$ cat src/rtl/tsr_match_rx.sv
module tsr_match_rx #(
  parameter int DW    = 8,
  parameter int DEPTH = 16,
  localparam int AW   = $clog2(DEPTH),
  localparam int LW   = $clog2(DEPTH + 1),
  localparam int BW   = $clog2(DW)
) (
  input  logic          clk,
  input  logic          rst_n,
  input  logic          ser_in,
  input  logic          tx_ser_in,
  input  logic          slot_en,
  input  logic          reg_we,
  input  logic          reg_re,
  input  logic [1:0]    reg_addr,
  input  logic [DW-1:0] reg_wdata,
  output logic [DW-1:0] reg_rdata,
  input  logic          fifo_pop,
  output logic [DW-1:0] fifo_data,
  output logic          fifo_empty,
  output logic [LW-1:0] fifo_level,
  output logic          irq_thr,
  output logic          irq_ovr
);

  logic          rx_en, lpbk, capture;
  logic [DW-1:0] match_chr, sh;
  logic [LW-1:0] thr, level;
  logic [BW-1:0] bcnt;
  logic [AW-1:0] wp, rp;
  logic          st_match, st_ovr, st_eof;
  logic [DW-1:0] mem [DEPTH];

  wire          rx_bit    = lpbk ? tx_ser_in : ser_in;
  wire [DW-1:0] nb        = {sh[DW-2:0], rx_bit};
  wire          byte_done = rx_en && slot_en && (bcnt == BW'(DW - 1));
  wire          hunting   = rx_en && !capture;
  wire          hit       = byte_done && hunting && (nb == match_chr);
  wire          full      = (level == LW'(DEPTH));
  wire          do_pop    = fifo_pop && (level != '0);
  wire          want      = byte_done && capture;
  wire          do_push   = want && (!full || do_pop);
  wire          ovr       = want && full && !do_pop;
  wire          st_rd     = reg_re && (reg_addr == 2'd3);

  always_ff @(posedge clk or negedge rst_n) begin
    if (!rst_n) begin
      bcnt <= '0;
      sh   <= '0;
    end else if (!rx_en || !slot_en) begin
      bcnt <= '0;
    end else begin
      sh   <= nb;
      bcnt <= byte_done ? '0 : bcnt + 1'b1;
    end
  end

  always_ff @(posedge clk or negedge rst_n) begin
    if (!rst_n)      capture <= 1'b0;
    else if (!rx_en) capture <= 1'b0;
    else if (hit)    capture <= 1'b1;
  end

  always_ff @(posedge clk or negedge rst_n) begin
    if (!rst_n) begin
      rx_en     <= 1'b0;
      lpbk      <= 1'b0;
      match_chr <= '0;
      thr       <= '0;
    end else if (reg_we) begin
      case (reg_addr)
        2'd0:    {lpbk, rx_en} <= reg_wdata[1:0];
        2'd1:    match_chr     <= reg_wdata;
        2'd2:    thr           <= reg_wdata[LW-1:0];
        default: ;
      endcase
    end
  end

  always_ff @(posedge clk or negedge rst_n) begin
    if (!rst_n) begin
      st_match <= 1'b0;
      st_ovr   <= 1'b0;
      st_eof   <= 1'b0;
    end else begin
      st_match <= hit | (st_match & !st_rd);
      st_ovr   <= ovr | (st_ovr & !st_rd);
      st_eof   <= ovr | (st_eof & !st_rd);
    end
  end

  always_ff @(posedge clk) begin
    if (do_push) mem[wp] <= nb;
  end

  always_ff @(posedge clk or negedge rst_n) begin
    if (!rst_n) begin
      wp    <= '0;
      rp    <= '0;
      level <= '0;
    end else begin
      if (do_push) wp <= (wp == AW'(DEPTH - 1)) ? '0 : wp + 1'b1;
      if (do_pop)  rp <= (rp == AW'(DEPTH - 1)) ? '0 : rp + 1'b1;
      level <= level + LW'(do_push) - LW'(do_pop);
    end
  end

  always_comb begin
    reg_rdata = '0;
    case (reg_addr)
      2'd0:    reg_rdata[1:0]    = {lpbk, rx_en};
      2'd1:    reg_rdata         = match_chr;
      2'd2:    reg_rdata[LW-1:0] = thr;
      default: reg_rdata[2:0]    = {st_eof, st_ovr, st_match};
    endcase
  end

  assign fifo_data  = mem[rp];
  assign fifo_level = level;
  assign fifo_empty = (level == '0);
  assign irq_thr    = (thr != '0) && (level >= thr);
  assign irq_ovr    = st_ovr;

endmodule


$ cat config.mk
export PLATFORM = sky130hd
export DESIGN_NAME = tsr_match_rx
export DESIGN_NICKNAME = d
export VERILOG_FILES = /design/src/rtl/tsr_match_rx.sv
export SDC_FILE = /design/constraint.sdc
export NUM_CORES = 1
export LEC_CHECK = 0
export CAP_MARGIN = 25
export CORE_MARGIN = 4
export CORE_UTILIZATION = 55
export CTS_BUF_LIST = sky130_fd_sc_hd__clkbuf_2 sky130_fd_sc_hd__clkbuf_4 sky130_fd_sc_hd__clkbuf_8
export CTS_CLUSTER_DIAMETER = 50
export DETAILED_ROUTE_END_ITERATION = 6
export PLACE_DENSITY = 0.73
export REMOVE_ABC_BUFFERS = 1
export SYNTH_ARGS = -nofsm -noshare
export SYNTH_HDL_FRONTEND = slang
export SYNTH_SLANG_ARGS = --single-unit
$ cat constraint.sdc
create_clock -name clk -period 5.25 [get_ports clk]
set_clock_uncertainty 0.2 [all_clocks]
set_input_delay 0.525 -clock clk [delete_from_list [all_inputs] [get_ports clk]]
set_output_delay 0.525 -clock clk [all_outputs]
set_load 0.05 [all_outputs]
==> flow_summary.toml <==
[power]
powerDensity_mw_per_mm2 = 511
ir_drop_uv = 354
leakage_uw = 0.00307
finalPower_uw = 4200

[floorplanning]
die_w_um = 123
rows = 41
die_y_um = 123
io_pins = 42
die_area_sq_mm = 0.0151
core_area_sq_mm = 0.0128
initial_core_util_pct = 56.7

[final_layout]
fin_nets = 509
syn_to_final_growth_pct = 13.4
final_common_cell = "edfxtp_1"
drive_above_1_share_pct = 15.9
nFillCells = 920
n_antenna_cell = 0
final_cell_mix = "edfxtp_1, dfrtp_1, clkdlybuf4s50_1"

[routing]
dr_wl_met3_um = 678
drtIter0Drc = 361
vias = 3785
drt-total-wl_um = 13600
wl_met2_um = 6940
wl_per_cell_um = 20.9
dr.pass1.iters = 6
antenna_left = 0
drt-met1-wl_um = 5820
viasPerCell = 5.81
top_layer_used = "met4"
drcViolationCount = 0

[worst_hold_path]
holdCritPathClass = "input pin to asynchronous set/reset pin"

[clock_network]
clockBufferDepth = 2
htree_levels = 4
clock_latency_ns = 0.45
cts.sinks = 170
cts_tree = "yes"
path_clk_slew_ns = 0.08
clockRootBuffer = "clkbuf_8"
postCtsSetupBuffers = 0
numCtsBuffers = 17

[sta]
max_freq_mhz = 251
worstMarginPinSlew_ns = 0.793
min_period_over_period_pct = 75.8
max_slew_margin_pct = 47.1
slew_violations = 0
hold_violations = 0
rsz0062_at_grt = "no"
setup_violations = 0
fin_setup_tns_ns = 0
fin_crit_ns = 3.98

[logic_synthesis]
netlist_area_sq_mm = 0.00725
yosys.area_share.simple_pct = 5.09
ys_seq_area_share_pct = 67.5
synth_top_family_by_area = "multiplexers"
synthMuxAreaShare_pct = 14.7
synth_cell_types = 42
ys_warn_count = 0
synth_area_per_cell_sq_um = 17.4
synth_xor_area_share_pct = 1.69
synthCells = 417
synth-compound-area-share_pct = 4.28
synth_adder_area_share_pct = 4.25
ys_ff_latch = 170

[critical_path]
crit_required_ns = 4.53
cp_max_fo = 28
start_kind = "register"
path_class = "register to output port"
arrival_ns = 3.25
end_kind = "output port"

[placed_design]
dp_hpwl_um = 9110
routabilityCongestion = 0.778
place.port_buffers = 41

[flow_run]
max-cap-violations = 0

[global_routing]
grt_pass1_vias = 3951
grt_pass1_wl_um = 21800
track_usage_pct = 19.9
grt_antenna_before_repair = 0
gr-total-overflow = 0
grt_start_max_net_pins = 43

[outcome]
status = "finished clean"
==> timing repair <==
item / CTS / global route
resized for setup: 0 / 0
hold buffers: 0 / 1
hold endpoints to repair: 0 / 42
==> cell type report <==
type,count,area (sq um),area share [%]
repair buffers,45,450,5.48
flip-flops and latches,170,4900,59.6
clock inverters,12,151,1.84
multi-input cells,210,2170,26.4
clock buffers,19,249,3.03
inverters,23,86.3,1.05
well taps,172,215,2.62
==> cells in the mapped netlist <==
cell | n | area share [%]
nor2_1 | 5 | 0.26
and2_1 | 12 | 1.0
o211ai_1 | 1 | 0.10
a21oi_1 | 4 | 0.28
edfxtp_1 | 128 | 53
a22o_1 | 1 | 0.12
mux4_1 | 14 | 5.1
a222oi_1 | 2 | 0.28
xor2_1 | 9 | 1.1
nand4_1 | 1 | 0.086
fa_1 | 1 | 0.28
mux2_2 | 23 | 3.6
o22ai_1 | 1 | 0.086
mux2i_1 | 3 | 0.41
nor4_1 | 2 | 0.17
ha_1 | 23 | 4.0
nand2_1 | 21 | 1.1
o21ai_0 | 6 | 0.41
or4_1 | 1 | 0.10
buf_6 | 2 | 0.31
buf_2 | 3 | 0.21
nor3_1 | 2 | 0.14
xnor2_1 | 5 | 0.60
buf_12 | 1 | 0.28
nor4b_1 | 1 | 0.12
nor3b_1 | 2 | 0.21
mux4_2 | 18 | 5.6
dfrtp_1 | 42 | 15
nand3_1 | 6 | 0.41
buf_4 | 1 | 0.10
inv_1 | 23 | 1.2
a211o_1 | 1 | 0.12
clkbuf_1 | 5 | 0.26
and3_1 | 11 | 0.95
a22oi_1 | 19 | 2.0
o31ai_1 | 2 | 0.21
a31oi_1 | 1 | 0.086
nor2b_1 | 5 | 0.43
a21o_1 | 5 | 0.52
o21bai_1 | 1 | 0.10
nand2b_1 | 1 | 0.086
clkbuf_2 | 2 | 0.14
==> layer usage <==
layer | global-route usage (%) | vias up
met5 | 0 | -
met4 | 6.51 | 0
met3 | 4.29 | 16
met2 | 32.1 | 110
met1 | 27.3 | 1932
li1 | - | 1727
==> worst max-delay path: stages, from the launching register on <==
cell             delay (ns)
dfrtp_2                0.90
buf_4                  0.35
mux4_2                 0.54
a22oi_1                0.23
nand2_1                0.08
clkdlybuf4s50_1        0.70
==> where the power goes <==
group | internal, uW | switching, uW | leakage (uW) | total (uW)
sequential | 1650 | 288 | 0.00167 | 1940
combinational | 600 | 742 | 0.00121 | 1340
clock | 475 | 445 | 0.000188 | 920
==> cells by family (layout without fill, tap and decap cells) <==
family / after synthesis / in the layout
fa+ha+maj: 24 / 24
compound gates: 44 / 44
mux: 58 / 58
simple gates: 70 / 70
xor+xnor: 14 / 14
buf+inv: 37 / 99
flops: 170 / 170
==> state kept, by name, indices dropped and copies added (netlist names) <==
register,cells
mem,128
st_match,1
capture,1
wp,4
sh,7
fifo_level,5
rp,4
rx_en,1
match_chr,8
lpbk,1
bcnt,3
irq_ovr,1
st_eof,1
thr,5
==> path summary, 6_finish.rpt <==
| path | slack, ns | endpoint | cells past startpoint | start |
|---|---|---|---|---|
| min | 0.21 | thr[2]$_DFFE_PN0P_ | 2 | rst_n |
| max reg2reg | 1.78 | fifo_level[4]$_DFF_PN0_ | 14 | bcnt[0]$_DFF_PN0_ |
| max | 1.27 | fifo_data[3] | 5 | rp[0]$_DFFE_PN0N_ |
| max in group asynchronous | 4.21 | rp[0]$_DFFE_PN0N_ | 3 | rst_n |
| min reg2reg | 0.25 | bcnt[0]$_DFF_PN0_ | 1 | bcnt[0]$_DFF_PN0_ |
| min in group clk | 0.25 | bcnt[0]$_DFF_PN0_ | 1 | bcnt[0]$_DFF_PN0_ |
==> through the flow <==
step           utilization [%]  setup WS, ns  cell area (sq um)  instances  hold slack, ns
6_report                  64.4          1.27               8220        651           0.208
5_1_grt                   64.4          1.04               8220        651           0.206
4_1_cts                   64.1          1.19               8190        649          0.0315
3_5_place_dp              61.0          1.53               7790        618           0.241
2_1_floorplan                -         0.658               7150        403          0.0294
3_3_place_gp              61.0          1.67               7790        618           0.229
No activity file was read; power rests on OpenSTA's default activity.
